[src/rtl/trap_pkg.sv]
package trap_pkg;

  parameter int unsigned XLEN   = 32;
  parameter int unsigned MODE_W = 5;
  parameter int unsigned NCAUSE = 8;

  // Status word bit positions
  localparam int unsigned T_POS = 5;
  localparam int unsigned F_POS = 6;
  localparam int unsigned I_POS = 7;

  // Cause index equals the vector slot number (offset = index * 4)
  typedef enum logic [2:0] {
    CS_RESET = 3'd0,
    CS_UNDEF = 3'd1,
    CS_SWI   = 3'd2,
    CS_PABT  = 3'd3,
    CS_DABT  = 3'd4,
    CS_RSVD  = 3'd5,
    CS_IRQ   = 3'd6,
    CS_FIQ   = 3'd7
  } cause_e;

  localparam logic [MODE_W-1:0] MD_FIQ = 5'b10001;
  localparam logic [MODE_W-1:0] MD_IRQ = 5'b10010;
  localparam logic [MODE_W-1:0] MD_SVC = 5'b10011;
  localparam logic [MODE_W-1:0] MD_ABT = 5'b10111;
  localparam logic [MODE_W-1:0] MD_UND = 5'b11011;

  function automatic logic [MODE_W-1:0] mode_of(cause_e c);
    case (c)
      CS_FIQ:           return MD_FIQ;
      CS_IRQ:           return MD_IRQ;
      CS_PABT, CS_DABT: return MD_ABT;
      CS_UNDEF:         return MD_UND;
      default:          return MD_SVC;
    endcase
  endfunction

  function automatic logic sets_fmask(cause_e c);
    return (c == CS_RESET) || (c == CS_FIQ);
  endfunction

endpackage

[src/rtl/trap_arbiter.sv]
module trap_arbiter
  import trap_pkg::*;
#(
  parameter int unsigned N = NCAUSE
) (
  input  logic [N-1:0] req,
  input  logic         irq_mask,
  input  logic         fiq_mask,
  output logic         hit,
  output cause_e       sel
);
  localparam int unsigned NPRIO = 7;
  // Highest priority first
  localparam logic [2:0] PRIO [0:NPRIO-1] = '{3'd0, 3'd4, 3'd7, 3'd6, 3'd3, 3'd1, 3'd2};

  logic [N-1:0] live;

  genvar g;
  generate
    for (g = 0; g < N; g++) begin : g_mask
      if (g == int'(CS_IRQ)) begin : g_irq
        assign live[g] = req[g] & ~irq_mask;
      end else if (g == int'(CS_FIQ)) begin : g_fiq
        assign live[g] = req[g] & ~fiq_mask;
      end else if (g == int'(CS_RSVD)) begin : g_rsv
        assign live[g] = 1'b0;
      end else begin : g_pass
        assign live[g] = req[g];
      end
    end
  endgenerate

  always_comb begin
    hit = 1'b0;
    sel = CS_RESET;
    for (int i = NPRIO - 1; i >= 0; i--) begin
      if (live[PRIO[i]]) begin
        hit = 1'b1;
        sel = cause_e'(PRIO[i]);
      end
    end
  end
endmodule

[src/rtl/trap_vector.sv]
module trap_vector
  import trap_pkg::*;
#(
  parameter int unsigned W = XLEN,
  parameter logic [W-1:0] HI_BASE = 32'hFFFF_0000
) (
  input  cause_e       sel,
  input  logic         hivec,
  output logic [W-1:0] vec
);
  localparam int unsigned SLOT_SHIFT = 2;
  logic [W-1:0] base;
  logic [W-1:0] offs;

  assign base = hivec ? HI_BASE : '0;
  assign offs = W'(sel) << SLOT_SHIFT;
  assign vec  = base | offs;
endmodule

[src/rtl/trap_psr_build.sv]
module trap_psr_build
  import trap_pkg::*;
#(
  parameter int unsigned W = XLEN
) (
  input  logic [W-1:0]      cur,
  input  cause_e            sel,
  output logic [W-1:0]      nxt,
  output logic [MODE_W-1:0] mode
);
  always_comb begin
    mode = mode_of(sel);
    nxt  = cur;
    nxt[MODE_W-1:0] = mode;
    nxt[T_POS] = 1'b0;
    nxt[I_POS] = 1'b1;
    if (sets_fmask(sel)) nxt[F_POS] = 1'b1;
  end
endmodule

[src/rtl/trap_sequencer.sv]
module trap_sequencer
  import trap_pkg::*;
#(
  parameter int unsigned  W = XLEN,
  parameter logic [W-1:0] HI_BASE = 32'hFFFF_0000
) (
  input  logic              clk,
  input  logic              rst,
  input  logic              req_reset,
  input  logic              req_undef,
  input  logic              req_swi,
  input  logic              req_pabt,
  input  logic              req_dabt,
  input  logic              req_irq,
  input  logic              req_fiq,
  input  logic              hivec,
  input  logic              ret_strobe,
  input  logic [W-1:0]      cur_psr,
  input  logic [W-1:0]      saved_psr,
  input  logic [W-1:0]      ret_addr,
  input  logic [W-1:0]      link_addr,
  output logic              psr_we,
  output logic [W-1:0]      psr_out,
  output logic              spsr_we,
  output logic [W-1:0]      spsr_out,
  output logic [MODE_W-1:0] spsr_mode,
  output logic              lr_we,
  output logic [W-1:0]      lr_out,
  output logic [MODE_W-1:0] tgt_mode,
  output logic              pc_we,
  output logic [W-1:0]      pc_out
);
  logic [NCAUSE-1:0] req_vec;
  logic              hit;
  cause_e            sel;
  logic [W-1:0]      vec;
  logic [W-1:0]      ent_psr;
  logic [MODE_W-1:0] ent_mode;
  logic              do_ret;

  always_comb begin
    req_vec = '0;
    req_vec[CS_RESET] = req_reset;
    req_vec[CS_UNDEF] = req_undef;
    req_vec[CS_SWI]   = req_swi;
    req_vec[CS_PABT]  = req_pabt;
    req_vec[CS_DABT]  = req_dabt;
    req_vec[CS_IRQ]   = req_irq;
    req_vec[CS_FIQ]   = req_fiq;
  end

  trap_arbiter #(.N(NCAUSE)) u_arb (
    .req      (req_vec),
    .irq_mask (cur_psr[I_POS]),
    .fiq_mask (cur_psr[F_POS]),
    .hit      (hit),
    .sel      (sel)
  );

  trap_vector #(.W(W), .HI_BASE(HI_BASE)) u_vec (
    .sel   (sel),
    .hivec (hivec),
    .vec   (vec)
  );

  trap_psr_build #(.W(W)) u_psr (
    .cur  (cur_psr),
    .sel  (sel),
    .nxt  (ent_psr),
    .mode (ent_mode)
  );

  assign do_ret = ret_strobe & ~hit;

  always_ff @(posedge clk) begin
    if (rst) begin
      psr_we    <= 1'b0;
      spsr_we   <= 1'b0;
      lr_we     <= 1'b0;
      pc_we     <= 1'b0;
      psr_out   <= '0;
      spsr_out  <= '0;
      spsr_mode <= '0;
      lr_out    <= '0;
      tgt_mode  <= '0;
      pc_out    <= '0;
    end else begin
      psr_we  <= hit | do_ret;
      pc_we   <= hit | do_ret;
      spsr_we <= hit;
      lr_we   <= hit;
      if (hit) begin
        psr_out   <= ent_psr;
        spsr_out  <= cur_psr;
        spsr_mode <= ent_mode;
        lr_out    <= ret_addr;
        tgt_mode  <= ent_mode;
        pc_out    <= vec;
      end else if (do_ret) begin
        psr_out  <= saved_psr;
        tgt_mode <= saved_psr[MODE_W-1:0];
        pc_out   <= link_addr;
      end
    end
  end
endmodule

[config.mk]
export PLATFORM = sky130hd
export DESIGN_NAME = trap_sequencer
export DESIGN_NICKNAME = d
export VERILOG_FILES = /design/src/rtl/trap_pkg.sv /design/src/rtl/trap_arbiter.sv /design/src/rtl/trap_vector.sv /design/src/rtl/trap_psr_build.sv /design/src/rtl/trap_sequencer.sv
export SDC_FILE = /design/constraint.sdc
export NUM_CORES = 1
export LEC_CHECK = 0
export BUFFER_PORTS_ARGS = -buffer_cell sky130_fd_sc_hd__buf_2
export CAP_MARGIN = 25
export CELL_PAD_IN_SITES_DETAIL_PLACEMENT = 0
export CELL_PAD_IN_SITES_GLOBAL_PLACEMENT = 1
export CORE_UTILIZATION = 33
export CTS_CLUSTER_SIZE = 30
export DETAILED_ROUTE_END_ITERATION = 10
export GPL_TIMING_DRIVEN = 0
export PLACE_DENSITY = 0.94
export SYNTH_ARGS = -nofsm -noshare
export SYNTH_HDL_FRONTEND = slang
export SYNTH_SLANG_ARGS = --single-unit
[constraint.sdc]
create_clock -name clk -period 2.4 [get_ports clk]
set_clock_uncertainty 0.1 [all_clocks]
set_input_delay 0.6 -clock clk [delete_from_list [all_inputs] [get_ports clk]]
set_output_delay 0.6 -clock clk [all_outputs]
set_load 0.02 [all_outputs]
==> run metrics <==
share of the synthesized area in the top cell type=0.536; pwr/cell area=777 mW/mm^2; f_max=513 MHz; most used routing layer=met2; Slowest Stage Delay on Critical Path=0.45 ns; worst path cell trace=buf_2 -> nand2b_1 -> nand4_1 -> buf_2 -> buf_1 -> nand2_1 -> a21oi_1; H-tree depth=4; Worst-Margin Slew=0.631 ns; worst skew pair latency=0.41 ns; met3 usage=0.0634; CP Capture Type=register; TritonCTS Sinks=140; row count=45; Total Nets Final=1026; Area Growth Syn to Fin=43.0%; Clock Tree Buf Depth=2; Main synth FF type=dfxtp_1; CP Max Fanout=10; DR pass1 iterations=4; final WL=17.1 mm; proportion of layout cells with a drive suffix above 1=0.400; outcome=completed; initial antenna violation count=0; post-cts hold buffer count=0; top post-synthesis cells by area=dfxtp_1 (54%), nand2_1 (11%), a21oi_1 (11%); Synth area leader=dfxtp_1; HPWL Detailed=12.8 mm; Clock transition at path regs=0.06 ns; cells resized by post-CTS repair=0; initial core utilization=0.342; startpoint types=primary input; diodes inserted=0; Async SR Flop Fraction=0; Avg Inst Size Synth=8.88 um^2; leak pwr=3.72 nW; DR iter-0 viols=219; met2 usage=0.379; max-cap viol count=0; fin crit share=0.813; global-route usage over all layers=0.209; peak supply drop=0.431 mV; RSZ-0062 raised after global routing=false; Worst Path Class, Setup=in2reg; Most common cell on crit path=buf_2; GRT overflow=0; postcts setup bufs=0; post-synthesis sequential area ratio=0.536; vias per inst=4.63; largest net degree at the start of global routing=17; first-pass GRT wire length=25.7 mm; Mapped Cells=589; die width=128 um; Slew Limit Fails=0; Core ar.=0.0153 mm^2; Seq cells post-synth=140; CP max stage cell=buf_1; TritonCTS clock tree=done; TNS Setup=0 ns; post-route antenna net violation count=0; Final min period=1.95 ns; Hold Crit Class=in2reg; Netlist cell types=31; Arr. time, crit path=2.20 ns; Fillers=1544; Worst Path Required=2.64 ns; hold slack=0.317 ns; Final GP Congestion=0.780; # IOs=281; Die H=128 um; Post-synth EDFFs=0; final hold viol count=0; number of CTS-inserted buffers=17; DR DRC count=0; vias in the first global route=4870; DIE AREA=0.0164 mm^2; CTS root buf=clkbuf_16; Mapped Nets=728; Slew HR=0.579; vias=5144; met1 Use GR=0.231; Post-Syn Area=0.00523 mm^2; yosys synthesis warning count=0; I/O Buffers=279; DR WL/cell=15.4 um; Setup violations, final=0
==> path summary, 6_finish.rpt <==
check          startpoint      endpoint  slack (ns)  cells after the start
max reg2reg     pc_out[3]     pc_out[3]        1.28                      4
min          ret_addr[18]    lr_out[18]        0.32                      3
min reg2reg    lr_out[29]    lr_out[29]        0.35                      2
max            cur_psr[6]  spsr_out[17]        0.45                      7
==> Yosys cell counts (all sizes together), types with 4 or more instances <==
cell type / number
clkbuf: 18
buf: 27
a21oi: 113
mux2i: 33
nor2: 31
a31oi: 4
dfxtp: 140
nand2: 158
nor3: 6
mux2: 24
nand2b: 10
==> sequential cells by signal, summed over array words and instances, names as in the netlist <==
signal,flops
lr_out,32
pc_out,32
psr_out,32
spsr_out,32
spsr_mode,5
tgt_mode,5
lr_we,1
pc_we,1
==> final cells by class <==
class	instances	area, um^2	area share
buffer	45	248	0.0331
timing repair buffer	279	1400	0.187
inverter	2	7.51	0.00100
sequential	140	2800	0.375
multi-input combinational	402	2170	0.291
clock inverter	10	114	0.0152
tap	211	264	0.0353
clock buffer	22	474	0.0634
==> per-stage QoR <==
stage               instances  area, um^2  setup slack [ns]  total power [mW]   util
finish                   1111        7480             0.449              5.81  0.488
global route             1111        7480             0.289              6.02  0.488
CTS                      1111        7480             0.460              5.87  0.488
detailed placement       1079        6890            0.0297              3.26  0.450
global placement         1079        6890            0.0382              3.25  0.450
floorplan                 589        5230             0.554              2.94      -
==> layout by cell type (no fill, tap or decap), types with 3 or more instances in the layout <==
cell type	n
clkbuf_8	3
nand2_1	158
mux2_2	24
o31a_1	3
nor2_1	31
buf_2	294
nor3_1	5
buf_6	7
a31oi_1	4
dfxtp_1	140
a21oi_1	113
buf_1	3
nor2b_1	3
clkbuf_1	20
nand2b_1	10
o21ai_0	3
clkbuf_16	17
clkinv_2	4
mux2i_1	33
==> logic make-up after synthesis <==
logic type	Yosys count	share of synthesized area
AOI/OAI and AO/OA	132	0.135
buffers and inverters	47	0.0488
DFF	140	0.536
muxes	57	0.115
and+or+nand+nor	213	0.165
==> power breakdown <==
part	switching [mW]	leakage (nW)	internal [mW]
logic	0.417	2.27	0.286
registers	0.0572	1.16	2.45
clock network	0.993	0.290	1.61
total	1.47	3.72	4.34
==> routing by layer <==
layer  part of all wire  wire [um]
met1               0.40       6850
met2               0.51       8760
met3              0.072       1220
met4              0.013        214
met5                  0          0
==> critical path: cells and delay by family <==
| family | cells | cell delay (ns) |
|---|---|---|
| AO/OA/AOI/OAI | 1 | 0.16 |
| buffers and inverters | 3 | 0.86 |
| AND/OR/NAND/NOR | 3 | 0.55 |
Note: power is estimated with default switching activity, not from simulation.
